--- src/rtl/cpp_pkg.sv ---
package cpp_pkg;

  typedef enum logic [1:0] {
    MODE_UP_TOGGLE = 2'd0,
    MODE_UP_SETCLR = 2'd1,
    MODE_UD_HIGH   = 2'd2,
    MODE_UD_LOW    = 2'd3
  } cpp_mode_e;

  typedef struct packed {
    logic tick;
    logic zero;
    logic peak;
  } cpp_evt_t;

endpackage

--- src/rtl/cpp_tb_mux.sv ---
module cpp_tb_mux
  import cpp_pkg::*;
#(
  parameter int CNT_W  = 16,
  parameter int NUM_TB = 3,
  parameter int SEL_W  = 2
) (
  input  logic [NUM_TB*CNT_W-1:0] tb_cnt_i,
  input  logic [NUM_TB-1:0]       tb_tick_i,
  input  logic [NUM_TB-1:0]       tb_zero_i,
  input  logic [NUM_TB-1:0]       tb_peak_i,
  input  logic [SEL_W-1:0]        sel_i,
  output logic [CNT_W-1:0]        cnt_o,
  output cpp_evt_t                evt_o
);

  // Codes beyond the last timebase pick nothing: no tick, no events.
  always_comb begin
    cnt_o = '0;
    evt_o = '0;
    for (int t = 0; t < NUM_TB; t++) begin
      if (int'(sel_i) == t) begin
        cnt_o      = tb_cnt_i[t*CNT_W +: CNT_W];
        evt_o.tick = tb_tick_i[t];
        evt_o.zero = tb_zero_i[t];
        evt_o.peak = tb_peak_i[t];
      end
    end
  end

endmodule

--- src/rtl/cpp_cmp_store.sv ---
module cpp_cmp_store #(
  parameter int CNT_W = 16
) (
  input  logic             clk,
  input  logic             rst_n,
  input  logic             wr_en_i,
  input  logic [CNT_W-1:0] wr_data_i,
  input  logic             buf_en_i,
  input  logic             xfer_i,
  output logic [CNT_W-1:0] act_o
);

  logic [CNT_W-1:0] shd_q, shd_d;
  logic [CNT_W-1:0] act_q, act_d;
  logic             shd_ce, act_ce;

  always_comb begin
    shd_ce = wr_en_i & buf_en_i;
    shd_d  = wr_data_i;
    act_ce = buf_en_i ? xfer_i : wr_en_i;
    act_d  = buf_en_i ? shd_q  : wr_data_i;
  end

  always_ff @(posedge clk or negedge rst_n) begin
    if (!rst_n) begin
      shd_q <= '0;
    end else if (shd_ce) begin
      shd_q <= shd_d;
    end
  end

  always_ff @(posedge clk or negedge rst_n) begin
    if (!rst_n) begin
      act_q <= '0;
    end else if (act_ce) begin
      act_q <= act_d;
    end
  end

  assign act_o = act_q;

endmodule

--- src/rtl/cpp_out_ctl.sv ---
module cpp_out_ctl
  import cpp_pkg::*;
(
  input  logic       clk,
  input  logic       rst_n,
  input  logic [1:0] mode_i,
  input  logic [1:0] en_i,
  input  logic [1:0] force_i,
  input  logic [1:0] hit_i,
  input  logic [1:0] tick_i,
  input  logic [1:0] gt_i,
  output logic [1:0] out_o
);

  cpp_mode_e  mode;
  logic [1:0] out_q, out_d;
  logic [1:0] out_ce;

  always_comb begin
    mode = cpp_mode_e'(mode_i);
    for (int c = 0; c < 2; c++) begin
      if (!en_i[c]) begin
        out_d[c] = force_i[c];
      end else begin
        unique case (mode)
          MODE_UP_TOGGLE: out_d[c] = out_q[c] ^ hit_i[c];
          MODE_UP_SETCLR: begin
            if (c == 0) begin
              if (hit_i[1])      out_d[c] = 1'b0;
              else if (hit_i[0]) out_d[c] = 1'b1;
              else               out_d[c] = out_q[c];
            end else begin
              out_d[c] = out_q[c] ^ hit_i[c];
            end
          end
          MODE_UD_HIGH:   out_d[c] = tick_i[c] ?  gt_i[c] : out_q[c];
          MODE_UD_LOW:    out_d[c] = tick_i[c] ? ~gt_i[c] : out_q[c];
          default:        out_d[c] = out_q[c];
        endcase
      end
      out_ce[c] = out_d[c] ^ out_q[c];
    end
  end

  always_ff @(posedge clk or negedge rst_n) begin
    if (!rst_n) begin
      out_q <= '0;
    end else begin
      for (int c = 0; c < 2; c++) begin
        if (out_ce[c]) out_q[c] <= out_d[c];
      end
    end
  end

  assign out_o = out_q;

endmodule

--- src/rtl/cmp_pwm_pair.sv ---
module cmp_pwm_pair
  import cpp_pkg::*;
#(
  parameter int CNT_W  = 16,
  parameter int NUM_TB = 3,
  localparam int SEL_W = (NUM_TB > 1) ? $clog2(NUM_TB) : 1,
  localparam int NCH   = 2
) (
  input  logic                    clk,
  input  logic                    rst_n,
  input  logic [NUM_TB*CNT_W-1:0] tb_cnt,
  input  logic [NUM_TB-1:0]       tb_tick,
  input  logic [NUM_TB-1:0]       tb_zero,
  input  logic [NUM_TB-1:0]       tb_peak,
  input  logic [1:0]              pair_mode,
  input  logic [NCH-1:0]          ch_en,
  input  logic [NCH*SEL_W-1:0]    ch_sel,
  input  logic [NCH-1:0]          ch_force,
  input  logic [NCH-1:0]          buf_en,
  input  logic [NCH-1:0]          xfer_peak,
  input  logic [NCH-1:0]          wr_en,
  input  logic [CNT_W-1:0]        wr_data,
  output logic [NCH-1:0]          pwm_out,
  output logic [NCH-1:0]          match_irq
);

  // Reset: asserted asynchronously, released on a clock edge.
  logic [1:0] rst_sync_q;
  logic       rst_q_n;

  always_ff @(posedge clk or negedge rst_n) begin
    if (!rst_n) begin
      rst_sync_q <= '0;
    end else begin
      rst_sync_q <= {rst_sync_q[0], 1'b1};
    end
  end

  assign rst_q_n = rst_sync_q[1];

  logic [NCH-1:0][CNT_W-1:0] sel_cnt;
  logic [NCH-1:0][CNT_W-1:0] act_cmp;
  logic [NCH-1:0]            sel_tick;
  logic [NCH-1:0]            hit;
  logic [NCH-1:0]            gt;
  logic [NCH-1:0]            xfer;

  for (genvar g = 0; g < NCH; g++) begin : g_ch
    cpp_evt_t evt;

    cpp_tb_mux #(
      .CNT_W (CNT_W),
      .NUM_TB(NUM_TB),
      .SEL_W (SEL_W)
    ) u_mux (
      .tb_cnt_i (tb_cnt),
      .tb_tick_i(tb_tick),
      .tb_zero_i(tb_zero),
      .tb_peak_i(tb_peak),
      .sel_i    (ch_sel[g*SEL_W +: SEL_W]),
      .cnt_o    (sel_cnt[g]),
      .evt_o    (evt)
    );

    always_comb begin
      sel_tick[g] = evt.tick;
      hit[g]      = ch_en[g] & evt.tick & (sel_cnt[g] == act_cmp[g]);
      gt[g]       = sel_cnt[g] > act_cmp[g];
      xfer[g]     = buf_en[g] & evt.tick & (xfer_peak[g] ? evt.peak : evt.zero);
    end

    cpp_cmp_store #(
      .CNT_W(CNT_W)
    ) u_store (
      .clk      (clk),
      .rst_n    (rst_q_n),
      .wr_en_i  (wr_en[g]),
      .wr_data_i(wr_data),
      .buf_en_i (buf_en[g]),
      .xfer_i   (xfer[g]),
      .act_o    (act_cmp[g])
    );
  end

  cpp_out_ctl u_out (
    .clk    (clk),
    .rst_n  (rst_q_n),
    .mode_i (pair_mode),
    .en_i   (ch_en),
    .force_i(ch_force),
    .hit_i  (hit),
    .tick_i (sel_tick),
    .gt_i   (gt),
    .out_o  (pwm_out)
  );

  logic [NCH-1:0] irq_q, irq_d;

  always_comb irq_d = hit;

  always_ff @(posedge clk or negedge rst_q_n) begin
    if (!rst_q_n) begin
      irq_q <= '0;
    end else begin
      irq_q <= irq_d;
    end
  end

  assign match_irq = irq_q;

endmodule

--- config.mk ---
export PLATFORM = sky130hd
export DESIGN_NAME = cmp_pwm_pair
export DESIGN_NICKNAME = d
export VERILOG_FILES = /design/src/rtl/cpp_pkg.sv /design/src/rtl/cpp_tb_mux.sv /design/src/rtl/cpp_cmp_store.sv /design/src/rtl/cpp_out_ctl.sv /design/src/rtl/cmp_pwm_pair.sv
export SDC_FILE = /design/constraint.sdc
export NUM_CORES = 1
export LEC_CHECK = 0
export BUFFER_PORTS_ARGS = -buffer_cell sky130_fd_sc_hd__clkbuf_2
export CORE_MARGIN = 5
export CORE_UTILIZATION = 60
export DETAILED_ROUTE_END_ITERATION = 16
export HOLD_SLACK_MARGIN = 0.03
export MAX_ROUTING_LAYER = met4
export PLACE_DENSITY_LB_ADDON = 0.25
export SETUP_SLACK_MARGIN = 0.02
export SYNTH_ARGS = -nofsm -noshare
export SYNTH_HDL_FRONTEND = slang
export SYNTH_HIERARCHICAL = 1
export SYNTH_SLANG_ARGS = --single-unit
--- constraint.sdc ---
create_clock -name clk -period 6 [get_ports clk]
set_clock_uncertainty 0.15 [all_clocks]
set_input_delay 1.5 -clock clk [delete_from_list [all_inputs] [get_ports clk]]
set_output_delay 1.5 -clock clk [all_outputs]
set_load 0.1 [all_outputs]
### Word-level counts from Yosys, hierarchy flattened

Cells that the tools add are included.

* bits of input ports: 91
* logic and storage cells: 67
* bits in registers: 70
* output and inout bits: 4

* bitwise gates (word level): 16
* reduce and logical (&&, ||, !) cells: 4
* equal/unequal tests: 9
* magnitude comparators: 2
* muxes and demuxes: 28

Operator list (count)
* $mux W16: 8
* $eq A16 B16 Y1: 2
* $gt A16 B16 Y1: 2
* $mux W3: 6
* $eq A2 B2 Y1 const B: 6
* $mux W1: 12
* $and A1 B1 Y1: 10
* $logic_not A2 Y1: 3
* $pmux W1 S4: 1
* $xor A1 B1 Y1: 4
* $pmux W1 S3: 1
* $eq A2 B1 Y1 const B: 1
* $not A1 Y1: 2
* $reduce_or A2 Y1: 1

### Longest topological paths before layout

Gate-level depths: netlist of the first run.

* depth in word-level cells: 11
* mapped depth: 14
* mapped depth without buffers: 12

### Modules after synthesis

Netlist of the first run, hierarchy kept.

Modules (own cells, without submodules)
* cpp_cmp_store: times used 2, area an instance 1580.3 um^2, sequential area each 800.8 um^2, cells each 104
* cmp_pwm_pair: times used 1, area an instance 968.4 um^2, sequential area each 100.1 um^2, cells each 129
* cpp_tb_mux: times used 2, area an instance 415.4 um^2, sequential area each 0.0 um^2, cells each 45
* cpp_out_ctl: times used 1, area an instance 172.7 um^2, sequential area each 50.0 um^2, cells each 21

### Least setup slack after synthesis of the first run

No wires, ideal clock.

* path kind: input to register
* start: in ch_sel[1]
* end: reg u_out.out_q[0], in the netlist u_out/out_o[0]
* cell stages on the path: 14
* path buffers: 2
* required time: 5721 ps
* arrival time: 3723 ps
* setup time: 129 ps
* slack: 1998 ps
* path through: nor2b_1 -> buf_4 -> buf_2 -> o2bb2ai_1 -> ha_1 -> nand4_1 -> nor3_2 -> and4_1 -> and3_1 -> inv_1 -> ha_1 -> and2b_2 -> o21ai_0 -> a31oi_1

RTL lines
* start, declared: RTL line cmp_pwm_pair.sv:17 `input logic [NCH*SEL_W-1:0] ch_sel,`
* end signal, assigned by index: RTL line cpp_out_ctl.sv:50 `if (out_ce[c]) out_q[c] <= out_d[c];`
* end, declared: RTL line cpp_out_ctl.sv:16 `logic [1:0] out_q, out_d;`

==> run metrics, run 1 <==
Initial Utilization 62.2%; DRT Pass-1 Iters 6; syn_area_per_cell 11.5 sq um; vias in the first global route 4075; Final GP Congestion 0.935; sequential share of power 40.7%; NetSw 0.513 mW; pwr dens 263 mW/mm^2; pre-CTS setup slack 1130 ps; ys flop type dfrtp_1; Data required, critical path 6090 ps; Yosys top cell area share 34.1%; design area 0.00577 sq mm; wire length per cell 20.1 um; metal2 WL 6170 um; crit share post-route 75.4%; hold wc startpoint rst_sync_q[0]; DIE AREA 0.0105 sq mm; largest net degree at the start of global routing 69; Worst setup EP type flop; CTS tree done; Routed WL 12900 um; DPL Wire Length 9550 um; CTS H-tree depth 3; Post-DP Area 0.00555 sq mm; sequential area share after synthesis 34.1%; maximum vdd drop 0.203 mV; buffers added on ports 94; Int Power 1.01 mW; critical path fanouts, max 20; # DRC 0; Layout Nets 656; Vias 3876; largest buffer count on any clock path 2; Seq cells post-synth 70; total gr overflow 0; Max-Cap Viols 0; CTS clk-pin slew, worst paths 90 ps; n_diodes 0; met1 wire length 5340 um; Startpoint Class primary input; Least-Margin Pin Slew 883 ps; synth warn 6; met3 WL 1080 um; initial drt markers 205; Syn-to-layout area delta 12.5%; Worst Path Arrival 4620 ps; row count 33; Global Route Usage Sum 26.4%; worst skew pair latency 350 ps; clock sinks 70; Cells after Synth 448; Die Y 102 um; setup TNS 0 ps; CTS Buf Count 9; CP Class in2reg; Post-CTS Setup Bufs 0; highest clock rate 221 MHz; Ports 95; sw frac 33.8%; Post-synth EDFFs 0; clock root cell clkbuf_8; first-pass GRT wire length 20700 um; status completed; Async SR Flop Fraction 100%; fin crit period 4530 ps; flop-to-flop setup slack 3460 ps; Yosys cell types 36; Synth Cell Area 0.00513 sq mm; antenna violations before repair 0; Core ar. 0.00826 sq mm; RSZ-0062 raised after global routing no; slew margin rel. 41.1%; Vias/cell 6.04; LEAKAGE 2.92 nW; top post-synthesis cells by area dfrtp_1, mux2i_1, ha_1; # hold bufs at CTS 0; antenna-violating nets left 0; Comb pwr share 30.5%; Synth Net Count 572; endpoints failing setup 0; clock share of power 28.8%; RR Startpoint g_ch[0].u_store/act_o[14]; fin. max-slew vios 0; Top Layer Used met4; Hold Vio Cnt, Final 0; HP Class reg2reg; share of cells above drive strength 1 28.9%; Final WS setup 1470 ps; Crit. Startpoint ch_sel[0]; PostCTS Resize Cnt 0; cell taking the most area after synthesis dfrtp_1; Die Wd 102 um
## worst max-delay path, stage by stage
cell       delay [ps]
clkbuf_2          370
nor2b_1           600
buf_4             290
o2bb2ai_1         140
ha_1              220
nand4_1           120
nor3_2            210
and4_1            220
and3_1            180
inv_1              50
ha_1              270
and2b_2           180
o21ai_0           170
a31oi_1           100
## logic make-up (layout without fill, tap and decap cells)
family	Yosys count	after routing	synth area share, %
other	1	1	0.0731
multiplexers	168	168	35.0
XOR/XNOR	3	3	0.512
adder cells (fa/ha/maj)	33	33	8.04
AND/OR/NAND/NOR	40	40	4.97
buffers and inverters	64	153	7.22
flip-flops	70	70	34.1
AO/OA/AOI/OAI	69	69	10.0
## layout make-up
type	count	area (sq um)
sequential	70	1750
inverter	38	143
timing repair buffer	99	508
tap	105	131
multi-input combinational	314	3020
clock inverter	6	93.8
fill	651	2490
clock buffer	10	128
## layer usage
metal | GRT usage [%] | up-vias
met3 | 5.68 | 29
met5 | - | -
met4 | 7.47 | 0
met2 | 42.9 | 139
li1 | - | 1819
met1 | 33.4 | 1889
## placed cells by master, fill, tap and decap left out, types with 3 or more instances in the layout
cell type	instances
nand4_1	4
a211oi_1	3
and4_1	3
nand2_1	12
mux2_4	20
nor2_1	3
inv_1	38
nor2b_1	3
o2bb2ai_1	38
o21ai_0	7
mux2_2	12
buf_4	5
mux2i_1	136
clkbuf_2	94
dfrtp_1	69
a21oi_1	14
clkbuf_8	9
ha_1	33
## stage by stage
stage / hold WS, ps / util (%) / power, mW / std cells
2_1_floorplan: 181 / - / 0.942 / 448
3_3_place_gp: 189 / 67.2 / 1.05 / 626
3_5_place_dp: 196 / 67.2 / 1.08 / 626
4_1_cts: 215 / 69.9 / 1.52 / 642
5_1_grt: 228 / 69.9 / 1.61 / 642
6_report: 212 / 69.9 / 1.52 / 642
## registers in the layout (all words and copies together) (netlist names)
name	cells
u_out/out_o	2
g_ch.u_store/act_o	32
match_irq	2
g_ch.u_store/shd_q	32
rst_sync_q	2
## cells in the mapped netlist (3+ instances only)
library cell and instances:
nor2_1 5, inv_1 38, and4_1 3, nor2b_1 3
dfrtp_1 70, a211oi_1 3, ha_1 33, o2bb2ai_1 38
mux2_4 20, nand4_1 4, buf_4 8, mux2i_1 136
nand2_1 12, a21oi_1 14, o21ai_0 7, mux2_2 12
buf_6 8, buf_2 6
## power by group through the flow
| stage | Combinational (mW) | Clock, mW | Sequential, mW |
|---|---|---|---|
| 2_1_floorplan | 0.321 | 0 | 0.621 |
| 3_3_place_gp | 0.432 | 0 | 0.617 |
| 3_5_place_dp | 0.455 | 0 | 0.625 |
| 4_1_cts | 0.463 | 0.441 | 0.618 |
| 5_1_grt | 0.514 | 0.462 | 0.631 |
| 6_report | 0.463 | 0.438 | 0.618 |
## final timing paths
kind,end,cells after the start
max,u_out/out_o[0],14
min,rst_sync_q[1],0
max reg2reg,u_out/out_o[0],11
min reg2reg,rst_sync_q[1],0
max in group asynchronous,g_ch[1].u_store/act_o[14],1
min in group asynchronous,g_ch[0].u_store/act_o[6],1
No activity file was read; power rests on OpenSTA's default activity.
==> run 2: changes to the inputs <==
--- a/config.mk
+++ b/config.mk
@@ -5,9 +5,10 @@
 export SDC_FILE = /design/constraint.sdc
 export NUM_CORES = 1
 export LEC_CHECK = 0
+export ABC_AREA = 1
 export BUFFER_PORTS_ARGS = -buffer_cell sky130_fd_sc_hd__clkbuf_2
 export CORE_MARGIN = 5
-export CORE_UTILIZATION = 60
+export CORE_UTILIZATION = 51
 export DETAILED_ROUTE_END_ITERATION = 16
 export HOLD_SLACK_MARGIN = 0.03
 export MAX_ROUTING_LAYER = met4
==> constraint.sdc (replaced) <==
create_clock -name clk -period 4 [get_ports clk]
set_clock_uncertainty 0.15 [all_clocks]
set_input_delay 1 -clock clk [delete_from_list [all_inputs] [get_ports clk]]
set_output_delay 1 -clock clk [all_outputs]
set_load 0.1 [all_outputs]
==> run 2 against run 1 <==
Hold slack got worse by 67 ps. Setup slack lost 620 ps. Via count up 32%. Flip-flop and latch count unchanged. First-iteration DRC count increased to 2.5 times the previous value. Register-to-register slack worse by 1700 ps. Non-clock buffer count grew 1. Largest cell class unchanged.
==> run metrics, run 2 <==
Cells after Synth 753 (was 448); Routed WL 14700 um (was 12900 um); Seq cells post-synth 70 (unchanged); antenna-violating nets left 0 (unchanged); # hold bufs at CTS 0 (unchanged); Post-CTS Setup Bufs 0 (unchanged); sw frac 34.2% (was 33.8%); Initial Utilization 51.5% (was 62.2%); Startpoint Class primary input (unchanged); buffers added on ports 94 (unchanged); area of the multi-input gates 0.00292 sq mm (was 0.00302 sq mm); CTS Buf Count 9 (unchanged); design area 0.00579 sq mm (was 0.00577 sq mm); Worst setup EP type flop (unchanged); Post-DP Area 0.00559 sq mm (was 0.00555 sq mm); Synth Cell Area 0.00523 sq mm (was 0.00513 sq mm); Die Wd 111 um (was 102 um); Least-Margin Pin Slew 800 ps (was 883 ps); CTS H-tree depth 3 (unchanged); row count 37 (was 33); Comb pwr share 30.0% (was 30.5%); DPL Wire Length 11500 um (was 9550 um); initial drt markers 517 (was 205); status completed (unchanged); ys flop type dfrtp_1 (unchanged); final core utilization 57.1% (was 69.9%); CTS tree done (unchanged); leading cell type in the layout, fill and taps excluded nand2_1 (was mux2i_1); NetSw 0.704 mW (was 0.513 mW); PostCTS Resize Cnt 0 (unchanged); flop-to-flop setup slack 1770 ps (was 3460 ps); fin. max-slew vios 0 (unchanged); vias in the first global route 4767 (was 4075); HP Class reg2async (was reg2reg); synth warn 6 (unchanged); most frequent cells in the layout nand2_1, nand3_1, clkbuf_2 (was mux2i_1, clkbuf_2, dfrtp_1); Max stage delay cell, worst path ha_1 (was nor2b_1); RR Endpoint u_out/out_o[0] (unchanged); largest buffer count on any clock path 2 (unchanged); LEAKAGE 3.26 nW (was 2.92 nW); CP Class in2reg (unchanged); Inst Count DP 953 (was 626); Yosys cell types 29 (was 36); top post-synthesis cells by area dfrtp_1, nand2_1, nand3_1 (was dfrtp_1, mux2i_1, ha_1); RR Startpoint g_ch[0].u_store/act_o[7] (was g_ch[0].u_store/act_o[14]); n_diodes 0 (unchanged); critical path fanouts, max 19 (was 20); max incr delay on CP 320 ps (was 600 ps); Final GP Congestion 0.977 (was 0.935); largest net degree at the start of global routing 40 (was 69); Async SR Flop Fraction 100% (unchanged); fin crit period 3150 ps; endpoints failing setup 0 (unchanged); Die Y 111 um (was 102 um); final hold slack 145 ps (was 212 ps); Global Route Usage Sum 24.9% (was 26.4%); grt met2 use 38.8% (was 42.9%); # DRC 0 (unchanged); highest clock rate 318 MHz; most common cell in the netlist nand2_1 (was mux2i_1); Core ar. 0.0101 sq mm (was 0.00826 sq mm); R2R cell count 12 (was 11); CTS clk-pin slew, worst paths 70 ps (was 90 ps); DRT Pass-1 Iters 5 (was 6); M1 GR Usage 33.4% (about the same); total gr overflow 0 (unchanged); worst-path cell chain clkbuf_2 -> inv_2 -> nand3_1 -> nand3_1 -> ha_1 -> nand2_1 -> nor2_1 -> nand2_1 -> nor3_1 -> inv_1 -> ha_1 -> a21oi_1 -> nand2_1 -> nand3_1 -> nand2_1 (was clkbuf_2 -> nor2b_1 -> buf_4 -> o2bb2ai_1 -> ha_1 -> nand4_1 -> nor3_2 -> and4_1 -> and3_1 -> inv_1 -> ha_1 -> and2b_2 -> o21ai_0 -> a31oi_1); maximum vdd drop 0.425 mV (was 0.203 mV); share of cells above drive strength 1 16.7% (was 28.9%); Yosys top cell area share 33.5% (was 34.1%); clock sinks 70 (unchanged); Hold Vio Cnt, Final 0 (unchanged); syn_area_per_cell 6.94 sq um (was 11.5 sq um); worst skew pair latency 350 ps (about the same); Layout Nets 952 (was 656); register area 0.00175 sq mm (unchanged); Data required, critical path 4100 ps (was 6090 ps); Ports 95 (unchanged); GRT busiest layer met2 (unchanged); Synth Net Count 877 (was 572); cell taking the most area after synthesis dfrtp_1 (unchanged); antenna violations before repair 0 (unchanged); first-pass GRT wire length 24200 um (was 20700 um); sequential area share after synthesis 33.5% (was 34.1%); wire length per cell 15.2 um (was 20.1 um); slew margin rel. 46.7% (was 41.1%); Syn-to-layout area delta 10.7% (was 12.5%); Fillers 971 (was 651); setup TNS 0 ps (unchanged); Worst Path Arrival 3250 ps (was 4620 ps); Vias/cell 5.28 (was 6.04); Vias 5120 (was 3876); Int Power 1.36 mW (was 1.01 mW); Commonest cells post-synth nand2_1, nand3_1, dfrtp_1 (was mux2i_1, dfrtp_1, inv_1, o2bb2ai_1, ha_1); Post-synth EDFFs 0 (unchanged); Max-Cap Viols 0 (unchanged); pwr dens 356 mW/mm^2 (was 263 mW/mm^2); Most Frequent Cell on Critical Path nand2_1 (was ha_1); DIE AREA 0.0124 sq mm (was 0.0105 sq mm); sequential share of power 42.0% (was 40.7%); clock root cell clkbuf_8 (unchanged); crit share post-route 78.7%; RSZ-0062 raised after global routing no (unchanged); grt met3 use 4.80% (was 5.68%); clock share of power 28.1% (was 28.8%); fin cells 969 (was 642)
-- run 2: cell types whose count changed after synthesis, sizes merged, moves of 3 or more --
cell and change:
a211oi -3, and4 -4, buf +10, inv +20
mux2 -32, mux2i -135, nand2 +303, nand3 +186
nor2 +15, nor2b -3, o21ai -4, o2bb2ai -38
-- run 2: worst max-delay path: cells and delay by family --
kind,cells,cell delay (ps)
buffers and inverters,3,460
AOI/OAI and AO/OA,1,130
adders and majority gates,2,610
and+or+nand+nor,9,1020
-- run 2: cell families after synthesis --
group / after synthesis / synth area share, %
AND/OR/NAND/NOR: 532 / 45.2
buffers and inverters: 94 / 10.6
flip-flops: 70 / 33.5
adder cells (fa/ha/maj): 33 / 7.90
AO/OA/AOI/OAI: 22 / 2.51
multiplexers: 1 / 0.192
other: 1 / 0.0718
-- run 2: power groups by stage --
stage,logic (mW),registers [mW],clock network [mW]
finish,0.617,0.864,0.578
global route,0.707,0.877,0.630
CTS,0.620,0.864,0.595
detailed placement,0.618,0.878,0
global placement,0.600,0.874,0
floorplan,0.436,0.883,0
-- run 2: routing by layer --
layer	routed length (um)	vias to the layer above
met5	0	-
met2	6710	194
li1	-	2592
met3	965	18
met4	213	0
met1	6800	2316
-- run 2: layout make-up --
| type | count | area share (%) |
|---|---|---|
| inverter | 58 | 3.94 |
| sequential | 70 | 30.3 |
| timing repair buffer | 100 | 8.91 |
| multi-input combinational | 589 | 50.4 |
| clock buffer | 13 | 2.75 |
| clock inverter | 3 | 0.735 |
| tap | 136 | 2.94 |
-- run 2: worst max path at each step --
stage	endpoint	cells after the start	slack [ps]	start
floorplan	u_out/out_o[0]	15	950	ch_sel[0]
global placement	u_out/out_o[0]	15	580	ch_sel[0]
detailed placement	u_out/out_o[0]	15	490	ch_sel[0]
CTS	u_out/out_o[0]	15	890	ch_sel[0]
global route	u_out/out_o[0]	15	640	ch_sel[0]
finish	u_out/out_o[0]	15	850	ch_sel[0]
-- run 2: through the flow --
| stage | total power, mW | setup slack, ps |
|---|---|---|
| after global placement | 1.47 | 577 |
| after floorplan | 1.32 | 954 |
| after detailed placement | 1.50 | 489 |
| after global routing | 2.21 | 637 |
| final | 2.06 | 852 |
| after CTS | 2.08 | 886 |
==> run 3: changes to the inputs <==
--- a/config.mk
+++ b/config.mk
@@ -8,7 +8,7 @@
 export ABC_AREA = 1
 export BUFFER_PORTS_ARGS = -buffer_cell sky130_fd_sc_hd__clkbuf_2
 export CORE_MARGIN = 5
-export CORE_UTILIZATION = 51
+export CORE_UTILIZATION = 57
 export DETAILED_ROUTE_END_ITERATION = 16
 export HOLD_SLACK_MARGIN = 0.03
 export MAX_ROUTING_LAYER = met4
==> constraint.sdc (replaced) <==
create_clock -name clk -period 3.1 [get_ports clk]
set_clock_uncertainty 0.15 [all_clocks]
set_input_delay 0.775 -clock clk [delete_from_list [all_inputs] [get_ports clk]]
set_output_delay 0.775 -clock clk [all_outputs]
set_load 0.1 [all_outputs]
==> run 3 against run 2 <==
Sequential power rose by 28%. Final cell count fell by 0.41%. Clock power rose by 12%. Via count rose by 6.1%. Sequential share of layout area fell by 0.77 points. Die area fell by 9.6%. Combinational power rose by 40%. Critical endpoint unchanged. Highest routed layer unchanged.
==> run metrics, run 3 (synthesis results as in run 2) <==
Syn-to-layout area delta 13.6% (was 10.7%); crit share post-route 90.8%; Ports 95 (unchanged); HP Class in2async (was reg2async); Vias 5433 (was 5120); CP Class in2reg (unchanged); leading cell type in the layout, fill and taps excluded nand2_1 (unchanged); fin crit period 2820 ps; RSZ-0062 raised after global routing no (unchanged); CTS H-tree depth 3 (unchanged); Fillers 845 (was 971); total gr overflow 0 (unchanged); fin cells 965 (was 969); sw frac 35.8% (was 34.2%); first-pass GRT wire length 25500 um (was 24200 um); wire length per cell 16.2 um (was 15.2 um); CTS Buf Count 9 (unchanged); Layout Nets 973 (was 952); Crit path max-delay family simple AND/OR/NAND/NOR gates (unchanged); Die Y 106 um (was 111 um); pwr dens 441 mW/mm^2 (was 356 mW/mm^2); Hold Vio Cnt, Final 0 (unchanged); Max-Cap Viols 0 (unchanged); CTS clk-pin slew, worst paths 80 ps (was 70 ps); Worst setup EP type flop (unchanged); slew margin rel. 42.8% (was 46.7%); Int Power 1.68 mW (was 1.36 mW); largest buffer count on any clock path 2 (unchanged); Least-Margin Pin Slew 858 ps (was 800 ps); Data required, critical path 3190 ps (was 4100 ps); worst path buffer plus inverter count 3 (unchanged); buffers added on ports 94 (unchanged); design area 0.00594 sq mm (was 0.00579 sq mm); NetSw 0.938 mW (was 0.704 mW); DRT Pass-1 Iters 5 (unchanged); DPL Wire Length 12400 um (was 11500 um); # DRC 0 (unchanged); largest net degree at the start of global routing 69 (was 40); sequential share of power 42.4% (was 42.0%); max incr delay on CP 300 ps (was 320 ps); clock sinks 70 (unchanged); Final GP Congestion 0.996 (was 0.977); final hold slack 50.2 ps (was 145 ps); Startpoint Class primary input (unchanged); Most Frequent Cell on Critical Path nand3_1 (was nand2_1); Worst Path Arrival 2900 ps (was 3250 ps); Routed WL 15700 um (was 14700 um); status completed (unchanged); clock share of power 24.7% (was 28.1%); # hold bufs at CTS 0 (unchanged); most frequent cells in the layout nand2_1, nand3_1, clkbuf_2 (unchanged); fin. max-slew vios 0 (unchanged); CTS tree done (unchanged); worst-path cell chain clkbuf_2 -> inv_2 -> nand3_1 -> nand3_1 -> ha_1 -> nand4_1 -> nor2_1 -> nand3_1 -> nor3_1 -> inv_1 -> ha_1 -> a21oi_1 -> nand2_1 -> nand3_1 -> nand2_1 (was clkbuf_2 -> inv_2 -> nand3_1 -> nand3_1 -> ha_1 -> nand2_1 -> nor2_1 -> nand2_1 -> nor3_1 -> inv_1 -> ha_1 -> a21oi_1 -> nand2_1 -> nand3_1 -> nand2_1); PostCTS Resize Cnt 0 (unchanged); DIE AREA 0.0112 sq mm (was 0.0124 sq mm); Inst Count DP 949 (was 953); row count 35 (was 37); Core ar. 0.00911 sq mm (was 0.0101 sq mm); antenna-violating nets left 0 (unchanged); LEAKAGE 3.37 nW (was 3.26 nW); Post-CTS Setup Bufs 0 (unchanged); antenna violations before repair 0 (unchanged); Max stage delay cell, worst path ha_1 (unchanged); highest clock rate 355 MHz; share of cells above drive strength 1 18.9% (was 16.7%); clock root cell clkbuf_8 (unchanged); Final Total Pwr 2.62 mW (was 2.06 mW); Global Route Usage Sum 29.3% (was 24.9%); endpoints failing setup 0 (unchanged); Comb pwr share 32.9% (was 30.0%); Post-DP Area 0.00576 sq mm (was 0.00559 sq mm); worst skew pair latency 340 ps (was 350 ps); vias in the first global route 5068 (was 4767); Die Wd 106 um (was 111 um); Initial Utilization 57.4% (was 51.5%); critical path fanouts, max 15 (was 19); maximum vdd drop 0.382 mV (was 0.425 mV); initial drt markers 438 (was 517); n_diodes 0 (unchanged); Vias/cell 5.63 (was 5.28)
-- run 3: cell count changes in the layout (fill, tap and decap cells not counted) --
cell	before	now
buf_4	6	23
buf_12	0	4
clkinv_4	0	2
bufinv_16	1	0
clkbuf_1	2	1
clkbuf_8	11	10
clkinv_2	1	2
-- run 3: area by class of cell --
type / count / area [sq um] / share of cell area [%]
multi-input combinational: 589 / 2920 / 49.2
sequential: 70 / 1750 / 29.5
timing repair buffer: 121 / 723 / 12.2
inverter: 58 / 228 / 3.83
clock buffer: 11 / 141 / 2.38
tap: 111 / 139 / 2.34
clock inverter: 5 / 35.0 / 0.590
-- run 3: final timing paths --
check,cells after the start,endpoint,slack [ps],start
max,15,u_out/out_o[0],280,ch_sel[1]
min reg2reg,0,rst_sync_q[1],210,rst_sync_q[0]
max in group asynchronous,1,g_ch[0].u_store/shd_q[11],1930,rst_sync_q[1]
min,1,rst_sync_q[1],50,rst_n
min in group clk,0,rst_sync_q[1],210,rst_sync_q[0]
max reg2reg,12,u_out/out_o[0],890,g_ch[0].u_store/act_o[13]
-- run 3: per-stage QoR --
stage,setup WS [ps],TNS (ps),util [%]
2_1_floorplan,279,0,-
3_3_place_gp,-6.18,-6.18,63.3
3_5_place_dp,-46.8,-74.2,63.3
4_1_cts,328,0,65.2
5_1_grt,51.1,0,65.2
6_report,285,0,65.2
-- run 3: power groups by stage --
stage	clock, mW	combinational [mW]	sequential (mW)
2_1_floorplan	0	0.562	1.14
3_3_place_gp	0	0.819	1.12
3_5_place_dp	0	0.853	1.13
4_1_cts	0.657	0.857	1.11
5_1_grt	0.705	0.979	1.13
6_report	0.646	0.861	1.11
-- run 3: per-layer routing --
layer / share of wire, % / vias up / global-route usage [%]
met5: 0 / - / -
met4: 3.0 / 0 / 10.4
met3: 7.2 / 40 / 4.96
met2: 47 / 254 / 46.5
met1: 43 / 2499 / 38.1
li1: - / 2640 / -
